`config.mk`:
```
export PLATFORM = sky130hd
export DESIGN_NAME = nest_irq_ctrl
export DESIGN_NICKNAME = d
export VERILOG_FILES = /design/src/rtl/nirq_pkg.sv /design/src/rtl/nirq_pend.sv /design/src/rtl/nirq_inserv.sv /design/src/rtl/nirq_arb.sv /design/src/rtl/nest_irq_ctrl.sv
export SDC_FILE = /design/constraint.sdc
export NUM_CORES = 1
export LEC_CHECK = 0
export ABC_AREA = 1
export BUFFER_PORTS_ARGS = -buffer_cell sky130_fd_sc_hd__buf_2
export CAP_MARGIN = 20
export CORE_MARGIN = 3
export CORE_UTILIZATION = 41
export CTS_BUF_LIST = sky130_fd_sc_hd__clkbuf_2
export CTS_CLUSTER_SIZE = 8
export DETAILED_ROUTE_END_ITERATION = 6
export PLACE_DENSITY = 0.73
export SLEW_MARGIN = 0
export SYNTH_ARGS = -nofsm -noshare
export SYNTH_HDL_FRONTEND = slang
export SYNTH_HIERARCHICAL = 1
export SYNTH_SLANG_ARGS = --single-unit
```
`constraint.sdc`:
```
create_clock -name clk -period 3.2 [get_ports clk]
set_input_delay 0.16 -clock clk [delete_from_list [all_inputs] [get_ports clk]]
set_output_delay 0.16 -clock clk [all_outputs]
set_load 0.03 [all_outputs]
```
`src/rtl/nirq_pkg.sv`:
```
package nirq_pkg;
   localparam int NIRQ_MAX = 32;

   typedef struct packed {
      logic       hit;
      logic [4:0] idx;
   } nirq_pick_t;

   // lowest set index of a vector, flagged by hit
   function automatic nirq_pick_t nirq_first(input logic [NIRQ_MAX-1:0] v);
      nirq_pick_t r;
      r.hit = 1'b0;
      r.idx = '0;
      for (int i = NIRQ_MAX - 1; i >= 0; i--) begin
         if (v[i]) begin
            r.hit = 1'b1;
            r.idx = 5'(i);
         end
      end
      return r;
   endfunction
endpackage

```
`src/rtl/nirq_pend.sv`:
```
module nirq_pend #(
   parameter int N_IRQ = 8
) (
   input  logic             clk,
   input  logic             rst_n,
   input  logic [N_IRQ-1:0] set_i,
   input  logic [N_IRQ-1:0] clr_i,
   output logic [N_IRQ-1:0] pend_q
);
   // one flop per line; a new request wins over a clear in the same cycle
   for (genvar g = 0; g < N_IRQ; g++) begin : g_bit
      always_ff @(posedge clk or negedge rst_n) begin
         if (!rst_n)
            pend_q[g] <= 1'b0;
         else if (set_i[g])
            pend_q[g] <= 1'b1;
         else if (clr_i[g])
            pend_q[g] <= 1'b0;
      end

      p_catch_r2: assert property (@(posedge clk) disable iff (!rst_n)
         set_i[g] |=> pend_q[g]);

      p_drop_r5: assert property (@(posedge clk) disable iff (!rst_n)
         (clr_i[g] && !set_i[g]) |=> !pend_q[g]);
   end
endmodule

```
`src/rtl/nirq_inserv.sv`:
```
module nirq_inserv #(
   parameter int N_IRQ = 8,
   parameter int IDX_W = 3
) (
   input  logic             clk,
   input  logic             rst_n,
   input  logic             enter_i,
   input  logic [IDX_W-1:0] enter_idx_i,
   input  logic             leave_i,
   output logic [N_IRQ-1:0] lvl_q
);
   logic [N_IRQ-1:0] enter_oh;
   logic [N_IRQ-1:0] after_leave;

   always_comb begin
      enter_oh = '0;
      if (enter_i)
         enter_oh[enter_idx_i] = 1'b1;
   end

   // clearing the lowest set bit retires the most urgent, most recent level
   assign after_leave = leave_i ? (lvl_q & (lvl_q - 1'b1)) : lvl_q;

   always_ff @(posedge clk or negedge rst_n) begin
      if (!rst_n)
         lvl_q <= '0;
      else
         lvl_q <= after_leave | enter_oh;
   end

   p_enter_r5: assert property (@(posedge clk) disable iff (!rst_n)
      enter_i |=> lvl_q[$past(enter_idx_i)]);

   p_leave_one_r9: assert property (@(posedge clk) disable iff (!rst_n)
      (leave_i && !enter_i && lvl_q != '0) |=>
         ($countones(lvl_q) + 1 == $countones($past(lvl_q))));

   p_leave_idle_r9: assert property (@(posedge clk) disable iff (!rst_n)
      (leave_i && !enter_i && lvl_q == '0) |=> lvl_q == '0);
endmodule

```
`src/rtl/nirq_arb.sv`:
```
module nirq_arb
   import nirq_pkg::*;
#(
   parameter int N_IRQ        = 8,
   parameter int IDX_W        = 3,
   parameter bit NEST_SUPPORT = 1'b1
) (
   input  logic [N_IRQ-1:0] pend_i,
   input  logic [N_IRQ-1:0] en_i,
   input  logic             glob_en_i,
   input  logic             nest_en_i,
   input  logic [N_IRQ-1:0] lvl_i,
   output logic             win_vld_o,
   output logic [IDX_W-1:0] win_idx_o
);
   logic [N_IRQ-1:0] blk;
   logic [N_IRQ-1:0] elig;
   logic             busy;
   nirq_pick_t       pick;

   // line i is blocked if any level at index <= i is active
   assign blk[0] = lvl_i[0];
   for (genvar g = 1; g < N_IRQ; g++) begin : g_pfx
      assign blk[g] = blk[g-1] | lvl_i[g];
   end

   assign busy = |lvl_i;

   if (NEST_SUPPORT) begin : g_nest
      always_comb begin
         if (!nest_en_i && busy)
            elig = '0;
         else
            elig = pend_i & en_i & {N_IRQ{glob_en_i}} & ~blk;
      end
   end else begin : g_flat
      always_comb begin
         if (busy)
            elig = '0;
         else
            elig = pend_i & en_i & {N_IRQ{glob_en_i}};
      end
   end

   assign pick      = nirq_first(NIRQ_MAX'(elig));
   assign win_vld_o = pick.hit;
   assign win_idx_o = pick.idx[IDX_W-1:0];
endmodule

```
`src/rtl/nest_irq_ctrl.sv`:
```
module nest_irq_ctrl #(
   parameter int N_IRQ        = 8,
   parameter bit NEST_SUPPORT = 1'b1,
   localparam int IDX_W       = (N_IRQ > 1) ? $clog2(N_IRQ) : 1
) (
   input  logic             clk,
   input  logic             rst_n,
   input  logic [N_IRQ-1:0] irq_in,
   input  logic [N_IRQ-1:0] irq_en,
   input  logic             glob_en,
   input  logic             nest_en,
   input  logic             ack,
   input  logic             rtn,
   output logic             req_valid,
   output logic [IDX_W-1:0] req_idx,
   output logic [N_IRQ-1:0] pend_o,
   output logic [N_IRQ-1:0] inserv_o
);
   if (N_IRQ < 2 || N_IRQ > nirq_pkg::NIRQ_MAX) begin : g_chk
      $error("nest_irq_ctrl: N_IRQ out of range");
   end

   localparam logic [N_IRQ-1:0] ALL1 = {N_IRQ{1'b1}};

   logic             take;
   logic [N_IRQ-1:0] take_oh;

   assign take = ack & req_valid;   // ack without a request is ignored

   always_comb begin
      take_oh = '0;
      if (take)
         take_oh[req_idx] = 1'b1;
   end

   nirq_pend #(.N_IRQ(N_IRQ)) u_pend (
      .clk    (clk),
      .rst_n  (rst_n),
      .set_i  (irq_in),
      .clr_i  (take_oh),
      .pend_q (pend_o)
   );

   nirq_inserv #(.N_IRQ(N_IRQ), .IDX_W(IDX_W)) u_lvl (
      .clk         (clk),
      .rst_n       (rst_n),
      .enter_i     (take),
      .enter_idx_i (req_idx),
      .leave_i     (rtn),
      .lvl_q       (inserv_o)
   );

   nirq_arb #(.N_IRQ(N_IRQ), .IDX_W(IDX_W), .NEST_SUPPORT(NEST_SUPPORT)) u_arb (
      .pend_i    (pend_o),
      .en_i      (irq_en),
      .glob_en_i (glob_en),
      .nest_en_i (nest_en),
      .lvl_i     (inserv_o),
      .win_vld_o (req_valid),
      .win_idx_o (req_idx)
   );

   p_win_ok_r3: assert property (@(posedge clk) disable iff (!rst_n)
      req_valid |-> (pend_o[req_idx] && irq_en[req_idx] && glob_en));

   p_prio_r7: assert property (@(posedge clk) disable iff (!rst_n)
      req_valid |-> ((inserv_o & ~(ALL1 << (32'(req_idx) + 32'd1))) == '0));

   p_flat_r8: assert property (@(posedge clk) disable iff (!rst_n)
      (req_valid && !nest_en) |-> (inserv_o == '0));

   p_flat_one_r8: assert property (@(posedge clk) disable iff (!rst_n)
      (take && !nest_en) |=> $onehot0(inserv_o));
endmodule

```
==> results of run 1 <==
## synthesized netlist by cell type (2+ instances only)
| cell type | number | area (sq um) |
|---|---|---|
| nand2_1 | 56 | 210 |
| inv_1 | 33 | 124 |
| nor2_1 | 20 | 75.1 |
| dfrtp_1 | 16 | 400 |
| nand3_1 | 10 | 50.1 |
| o21ai_1 | 5 | 25.0 |
| nor2_2 | 4 | 25.0 |
| nand4_1 | 3 | 18.8 |
| nor3_1 | 3 | 15.0 |
| o21ai_0 | 3 | 15.0 |
| nand2_4 | 2 | 22.5 |
## final cells by class
class                   count  share of cell area, %
multi-input cells         113                   39.5
flip-flops and latches     16                   30.1
repair buffers             42                   16.2
inverters                  35                   10.2
well taps                  28                   2.63
clock buffers               3                   1.13
clock inverters             1                  0.282
## power groups by stage
stage / Clock (uW) / Combinational, uW / Sequential (uW)
after CTS: 98.9 / 826 / 311
after floorplan: 0 / 528 / 403
final: 93.5 / 826 / 309
after detailed placement: 0 / 822 / 315
after global routing: 107 / 923 / 319
after global placement: 0 / 806 / 313
## cell families after synthesis
family	Yosys count
simple gates	101
buf+inv	35
flops	16
compound gates	12
## state kept, by name, summed over array words and instances, names as in the netlist
register / count
u_lvl/lvl_q: 8
u_pend/pend_q: 8
## worst max-delay path by stage
stage / start / end / slack [ns]
3_3_place_gp: u_lvl/lvl_q[0] / u_pend/pend_q[2] / 1.04
5_1_grt: u_lvl/lvl_q[0] / req_idx[2] / 0.60
2_1_floorplan: u_lvl/lvl_q[0] / u_pend/pend_q[7] / 0.70
3_5_place_dp: u_lvl/lvl_q[0] / u_pend/pend_q[4] / 1.00
6_report: u_lvl/lvl_q[0] / req_idx[1] / 0.75
4_1_cts: u_lvl/lvl_q[0] / req_idx[2] / 0.73
## critical path, cell delays in order, from the launching register on
cell	delay [ns]
dfrtp_1	0.50
nor2_4	0.19
nand2_4	0.09
o21bai_4	0.18
nand2_4	0.07
clkinv_4	0.07
o21ai_0	0.14
a21oi_1	0.47
buf_2	0.29
## per-layer routing
| layer | track usage, % | vias up | part of all wire, % |
|---|---|---|---|
| met5 | 0 | - | 0 |
| met4 | 7.62 | 0 | 1.2 |
| met3 | 2.53 | 4 | 5.8 |
| met2 | 29.9 | 41 | 47 |
| met1 | 24.2 | 517 | 46 |
| li1 | - | 588 | - |
## through the flow
stage / instances / power, uW / hold WS (ns)
2_1_floorplan: 164 / 931 / -0.136
3_5_place_dp: 233 / 1140 / 0.0994
3_3_place_gp: 233 / 1120 / 0.0960
5_1_grt: 238 / 1350 / 0.0248
6_report: 238 / 1230 / 0.0359
4_1_cts: 238 / 1240 / 0.0200
==> flow_metrics.tcl, run 1 <==
set metrics [dict create \
    p_sw_share_pct 58.0 \
    drc 0 \
    grt.overflow.total 0 \
    path_class "reg2out" \
    synth_top_flop_cell "dfrtp_1" \
    slew_viol_final 0 \
    reg2reg_depth 12 \
    nNetsFinal 233 \
    hold_viol 0 \
    io_buffers 41 \
    final_layout_size_suffix_gt1_share_pct 27.1 \
    chipHeight_um 56.9 \
    vias 1150 \
    grt_pass1_wl_um 4810 \
    tightest_slew_ns 0.499 \
    core_sq_um 2340 \
    cts_buffer_depth 2 \
    start_util_pct 45.4 \
    min_period_ns 2.45 \
    pwr_density_cell_nw_per_um2 923 \
    clk_latency_ns 0.29 \
    power.internal_uw 517 \
    regToRegEndpoint "u_pend/pend_q[7]" \
    tns_ns 0 \
    fin_worst_skew_ns 0.00856 \
    synth_fa_ha_area_share_pct 0 \
    hp-start "irq_in[2]" \
    finalInstanceArea_sq_um 1330 \
    synthesis.nets 186 \
    clk_pin_slew_ns 0.17 \
    die_w_um 56.9 \
    multi_input_area_sq_um 526 \
    regArea_sq_um 400 \
    grt_pass1_vias 1184 \
    seqPwrFrac_pct 25.2 \
    io_pins 42 \
    status "complete, no violations" \
    synthSimpleGateAreaFrac_pct 42.0 \
    wl_um 2710 \
    synth_compound_area_share_pct 7.42 \
    fin_util_pct 56.9 \
    numCtsBuffers 3 \
    reg2reg_from "u_lvl/lvl_q[0]" \
    yosysWarnings 6 \
    fillers 252 \
    p_leak_uw 0.000768 \
    cp-end-kind "output port" \
    clock_tree.root_cell "clkbuf_2" \
    synth_mux_area_share_pct 0 \
    hpwl_um 2260 \
    rows 17 \
    max-slew-margin-rel_pct 66.7 \
    via_per_inst 4.83 \
    period_share_pct 76.7 \
    rrSetupSlack_ns 0.98 \
    drt_iter0_drc 44 \
    pre_cts_slack_ns 1.00 \
    final_cell_mix "56 x nand2_1, 41 x buf_2, 33 x inv_1, 20 x nor2_1, 16 x dfrtp_1" \
    synth.distinct_cells 20 \
    grt_usage_pct 18.3 \
    arrival_ns 2.29 \
    hold_depth 3 \
    grt_max_degree 17 \
    synth_edf_count 0 \
    min_path_type "in2reg" \
    tritoncts "yes" \
    cp-start-kind "flip-flop" \
    hold-path-endpoint "u_pend/pend_q[2]" \
    dieArea_sq_um 3240 \
    syn_area_sq_um 1060 \
    yosysSeqAreaShare_pct 37.7 \
    synth_area_per_cell_sq_um 6.48 \
    cts_sinks 16 \
    ys_ff_latch 16 \
    synth_top_family_by_area "simple AND/OR/NAND/NOR gates" \
    layout_setup_ws_ns 0.747 \
    synth-xor-area-share_pct 0 \
    synthArstFlopShare_pct 100 \
    required_ns 3.04 \
    synthCells 164 \
    p_clk_share_pct 7.6 \
    fmax_mhz 408 \
    cts_resized 0 \
    ant_nets 0 \
    final_common_cell "nand2_1" \
    rsz0062_at_grt "no" \
    cts.htree.levels 1 \
    cts_setup_buffers 0 \
    gp_congestion 0.935 \
    comb_power_share_pct 67.2 \
    diodes 0 \
    drv_cap 0 \
    dpl_cell_area_sq_um 1300 \
    worst-path-max-fanout 7 \
    irDropWorstVdd_mv 0.541 \
    first_pass_iters 5 \
    syn_to_final_growth_pct 25.3 \
    p_sw_uw 712 \
    avgRoutedWirePerCell_um 11.4 \
    setup_viol 0 \
    hold_buffers 1 \
    antenna_found_initial 0 \
]
(Power assumes the default switching activity.)
==> run 2: changes to the inputs <==
ABC_AREA = 0   (was 1)
PLACE_DENSITY = 0.77   (was 0.73)
clock period = 2.2 ns   (was 3.2 ns; I/O delays follow)
==> run 2 against run 1 <==
Net effect: the flow now finishes with violations (setup timing); clock-buffer cell count rose by 1; wire length increased by 21%; hold slack worse by 0.00068 ns; flip-flop and latch count stayed put; clock skew about the same; power is 110% higher; first-iteration DRC count stayed put; combinational power is 130% higher; non-clock buffer count rose by 25; critical path depth increased by 1; core utilization is 14 points higher; area after synthesis is 5.7% lower.
==> flow_metrics.tcl, run 2 <==
set metrics [dict create \
    status "finished with violations" \
    violations "setup timing" \
    reg2reg_depth 9 \
    syn_to_final_growth_pct 59.9 \
    vias 1150 \
    synth_common_cells "16 x dfrtp_1, 11 x nand2_1, 10 x inv_1" \
    rows 17 \
    yosysTopAreaCell "dfrtp_1" \
    top_regs "u_lvl/lvl_q (8), u_pend/pend_q (8)" \
    synthCells 107 \
    regToRegEndpoint "u_pend/pend_q[5]" \
    synthArstFlopShare_pct 100 \
    finalInstanceArea_sq_um 1600 \
    via_per_inst 5.58 \
    grt_max_degree 17 \
    layout_setup_ws_ns -0.0150 \
    ys_top_cells_by_area "dfrtp_1 40%, a21o_1 6.7%, nand2_1 4.1%" \
    pwr_density_cell_nw_per_um2 1590 \
    min_path_type "in2reg" \
    core_sq_um 2280 \
    first_pass_iters 4 \
    cts_sinks 16 \
    cp-end-kind "flip-flop" \
    die_w_um 55.4 \
    crit_chain "nor4_4 > and3_4 > o211ai_1 > a32oi_2 > buf_4 > nand2b_4 > nor2_2 > inv_1 > a21o_1" \
    io_buffers 41 \
    tightest_slew_ns 0.370 \
    regArea_sq_um 408 \
    reg2reg_from "u_lvl/lvl_q[0]" \
    numCtsBuffers 3 \
    fmax_mhz 451 \
    cp-start-kind "flip-flop" \
    arrival_ns 2.40 \
    avgRoutedWirePerCell_um 15.9 \
    cts.htree.levels 1 \
    path_class "reg2reg" \
    final_layout_size_suffix_gt1_share_pct 52.8 \
    synth.distinct_cells 35 \
    grt_pass1_wl_um 4890 \
    gp_congestion 0.826 \
    synth.top_cell.area_share_pct 40.0 \
    synth_top_flop_cell "dfrtp_1" \
    diodes 0 \
    drt_iter0_drc 44 \
    chipHeight_um 55.4 \
    min_period_ns 2.22 \
    final_cell_mix "38 x buf_2, 18 x buf_4, 10 x nand2_1, 10 x inv_1, 10 x dfrtp_1" \
    hold_viol 0 \
    yosysMostFrequentCell "dfrtp_1" \
    start_util_pct 44.0 \
    antenna_found_initial 0 \
    irDropWorstVdd_mv 1.11 \
    ys_ff_latch 16 \
    ant_nets 0 \
    p_leak_uw 0.000708 \
    dpl_cell_area_sq_um 1320 \
    clk_latency_ns 0.28 \
    clk_pin_slew_ns 0.16 \
    finalPower_uw 2550 \
    clock_tree.root_cell "clkbuf_2" \
    nNetsFinal 201 \
    hp-start "rtn" \
    drc 0 \
    syn_area_sq_um 1000 \
    setup_viol 2 \
    hpwl_um 2200 \
    fin_worst_skew_ns 0.00809 \
    synth_edf_count 0 \
    dieArea_sq_um 3070 \
    slew_viol_final 0 \
    fillers 165 \
    cts_buffer_depth 2 \
    drv_cap 0 \
    slowest_delay_ns 0.47 \
    multi_input_area_sq_um 664 \
    max-slew-margin-rel_pct 75.4 \
    grt_pass1_vias 1100 \
    required_ns 2.39 \
    hold-path-endpoint "u_lvl/lvl_q[0]" \
    grt.overflow.total 0 \
    yosysSeqAreaShare_pct 40.0 \
    rsz0062_at_grt "yes" \
    wl_um 3280 \
    critPathSlowestCell "dfrtp_2" \
    final_common_cell "buf_2" \
    hold_depth 2 \
    tritoncts "yes" \
    worst-path-max-fanout 6 \
    io_pins 42 \
    fin_util_pct 70.4 \
    synthesis.nets 129 \
    yosysWarnings 6 \
    synth_area_per_cell_sq_um 9.37 \
    period_share_pct 101 \
    grt_usage_pct 19.8 \
    rrSetupSlack_ns -0.02 \
]
==> run 2: power breakdown <==
group          internal, uW  total (uW)  switching (uW)
combinational           837        1900            1060
clock                  48.2         142            93.4
sequential              382         508             126
total                  1270        2550            1280
==> run 2: repair_timing <==
action | in CTS | in global routing
gates resized for setup | 3 | 16
setup buffers | 6 | 7
pin swaps | 3 | 10
endpoints found under the setup margin | 6 | 16
hold endpoints to repair | 24 | 0
hold buffers | 9 | 0
==> run 2: area by class of cell <==
| type | count | area share (%) |
|---|---|---|
| clock buffers | 4 | 1.25 |
| inverters | 10 | 2.34 |
| multi-input cells | 81 | 41.5 |
| flip-flops and latches | 16 | 25.4 |
| well taps | 28 | 2.19 |
| repair buffers | 67 | 27.3 |
==> run 2: critical path, delay by kind of cell, from the launching register on <==
kind | cells | cell delay [ns]
DFF | 1 | 0.47
buffers and inverters | 2 | 0.27
and+or+nand+nor | 4 | 0.78
AOI/OAI and AO/OA | 3 | 0.60
==> run 2: cell families (layout without fill, tap and decap cells) <==
family                 after synthesis  count (layout)  share of synthesized area, %
AO/OA/AOI/OAI                       37              37                          26.7
buffers and inverters               10              81                          3.75
flip-flops                          16              16                          39.9
AND/OR/NAND/NOR                     44              44                          29.6
==> run 2: how the worst max path moves through the flow <==
stage	startpoint	endpoint	slack, ns	cells after the start
after floorplan	u_lvl/lvl_q[3]	u_lvl/lvl_q[1]	-0.10	7
after CTS	u_lvl/lvl_q[3]	req_idx[1]	-0.05	6
after detailed placement	u_lvl/lvl_q[0]	u_lvl/lvl_q[1]	0.02	7
final	u_lvl/lvl_q[0]	u_pend/pend_q[5]	-0.02	9
after global placement	u_lvl/lvl_q[0]	u_lvl/lvl_q[0]	0.07	7
after global routing	u_lvl/lvl_q[0]	u_pend/pend_q[5]	-0.11	9
==> run 2: per-layer routing <==
layer,part of all wire (%),vias up,global-route usage [%]
met3,7.2,8,3.97
met2,51,55,32.9
met1,41,544,24.5
met4,1.4,0,9.03
met5,0,-,0
li1,-,543,-
==> run 2: metrics by stage <==
step                      TNS, ns  cells  hold slack, ns  setup slack [ns]
after floorplan            -0.950    107          -0.186            -0.105
after global placement          0    180          0.0426            0.0677
after detailed placement        0    180          0.0521            0.0188
after CTS                 -0.0532    199         0.00792           -0.0532
after global routing       -0.651    206          0.0403            -0.111
final                     -0.0215    206          0.0352           -0.0150
==> run 3: changes to the inputs <==
PLACE_DENSITY = 0.74   (was 0.77)
clock period = 2.4 ns   (was 2.2 ns; I/O delays follow)
==> run 3 against run 2 <==
Net effect: the flow now finishes without violations; non-clock buffer count is 13 lower; core utilization fell by 8.2 points; first-iteration DRC count decreased by 9.1%; largest cell class unchanged.
==> flow_metrics.tcl, run 3 (synthesized netlist as in run 2, its figures left out) <==
set metrics [dict create \
    numCtsBuffers 3 \
    min_path_type "in2reg" \
    irDropWorstVdd_mv 0.845 \
    tritoncts "yes" \
    syn_to_final_growth_pct 41.3 \
    drv_cap 0 \
    io_buffers 41 \
    period_share_pct 95.6 \
    cp-start-kind "flip-flop" \
    grt_max_degree 17 \
    max-slew-margin-rel_pct 66.7 \
    clk_pin_slew_ns 0.16 \
    path_class "reg2reg" \
    final_layout_size_suffix_gt1_share_pct 39.6 \
    fin_util_pct 62.2 \
    final_cell_mix "41 x buf_2, 14 x dfrtp_1, 11 x nand2_1, 10 x inv_1, 9 x a21o_1" \
    avgRoutedWirePerCell_um 14.9 \
    cts.htree.levels 1 \
    first_pass_iters 4 \
    min_period_ns 2.29 \
    vias 1079 \
    required_ns 2.59 \
    cts_buffer_depth 2 \
    fin_worst_skew_ns 0.0121 \
    start_util_pct 44.0 \
    p_leak_uw 0.000623 \
    top_regs "u_lvl/lvl_q (8), u_pend/pend_q (8)" \
    tightest_slew_ns 0.495 \
    reg2reg_from "u_lvl/lvl_q[1]" \
    tns_ns 0 \
    drt_iter0_drc 40 \
    arrival_ns 2.48 \
    ant_nets 0 \
    grt_usage_pct 18.6 \
    dpl_cell_area_sq_um 1290 \
    drc 0 \
    die_w_um 55.4 \
    grt_pass1_wl_um 4610 \
    final_common_cell "buf_2" \
    worst-path-max-fanout 9 \
    finalInstanceArea_sq_um 1420 \
    rows 17 \
    startpoint "u_lvl/lvl_q[1]" \
    pre_cts_slack_ns 0.174 \
    clock_tree.root_cell "clkbuf_2" \
    diodes 0 \
    core_sq_um 2280 \
    wl_um 2870 \
    fmax_mhz 436 \
    antenna_found_initial 0 \
    hpwl_um 2110 \
    clk_latency_ns 0.29 \
    dieArea_sq_um 3070 \
    grt.overflow.total 0 \
    chipHeight_um 55.4 \
    setup_viol 0 \
    via_per_inst 5.62 \
    cts_sinks 16 \
    gp_congestion 0.815 \
    io_pins 42 \
    slew_viol_final 0 \
    hp-start "irq_in[4]" \
    cp-end-kind "flip-flop" \
    nNetsFinal 188 \
    hold_viol 0 \
    grt_pass1_vias 1064 \
    pwr_density_cell_nw_per_um2 1370 \
    status "complete, no violations" \
    layout_setup_ws_ns 0.106 \
]
run 3: changes by cell type in the layout (fill, tap and decap cells not counted), sizes merged:
cell / change
clkbuf: -1
dlygate4sd3: -1
buf: -12
run 3: area by class of cell:
class | count | area (sq um)
clock buffer | 3 | 15.0
tap | 28 | 35.0
timing repair buffer | 54 | 323
inverter | 10 | 37.5
fill | 211 | 860
multi-input combinational | 81 | 603
sequential | 16 | 403
run 3: path summary, 6_finish.rpt:
path / slack (ns) / end / depth (start not counted)
setup / recovery: 0.11 / u_pend/pend_q[5] / 9
hold / removal: 0.02 / u_pend/pend_q[4] / 2
setup reg to reg: 0.11 / u_pend/pend_q[5] / 9
hold reg to reg: 0.52 / u_pend/pend_q[7] / 1
max in group asynchronous: 1.86 / u_lvl/lvl_q[0] / 2
min in group asynchronous: 0.25 / u_pend/pend_q[1] / 2
run 3: per-layer routing:
metal | wire (um) | track usage, % | up-vias
li1 | - | - | 516
met3 | 186 | 3.50 | 4
met5 | 0 | 0 | -
met4 | 15 | 7.99 | 0
met1 | 1210 | 21.3 | 517
met2 | 1450 | 33.4 | 42
run 3: worst max-delay path, cell delays in order, from the launching register on:
cell and delay, ns:
dfrtp_2 0.50, nor4_4 0.36, and3_1 0.26, o211ai_1 0.15, a32oi_2 0.33, buf_4 0.20, nand2b_1 0.07, nor2_1 0.12
inv_1 0.05, a21o_1 0.14
run 3: stage by stage:
| stage | hold WS (ns) | instances | total power (uW) |
|---|---|---|---|
| final | 0.0165 | 192 | 1940 |
| after global routing | 0.0121 | 192 | 2080 |
| after CTS | 0.00910 | 190 | 1870 |
| after detailed placement | 0.0621 | 178 | 1720 |
| after global placement | 0.0547 | 178 | 1680 |
| after floorplan | -0.176 | 107 | 1390 |
run 3: timing repair:
action / CTS / global route
endpoints found under the hold margin: 23 / 0
setup endpoints to repair: 1 / 9
pin swaps: 1 / 1
hold buffers: 8 / 0
setup buffers: 1 / 2
gates resized for setup: 0 / 3
run 3: where the power goes:
group          total, uW  internal, uW  switching [uW]
sequential           480           346             134
clock                119          34.1            85.0
combinational       1350           528             817
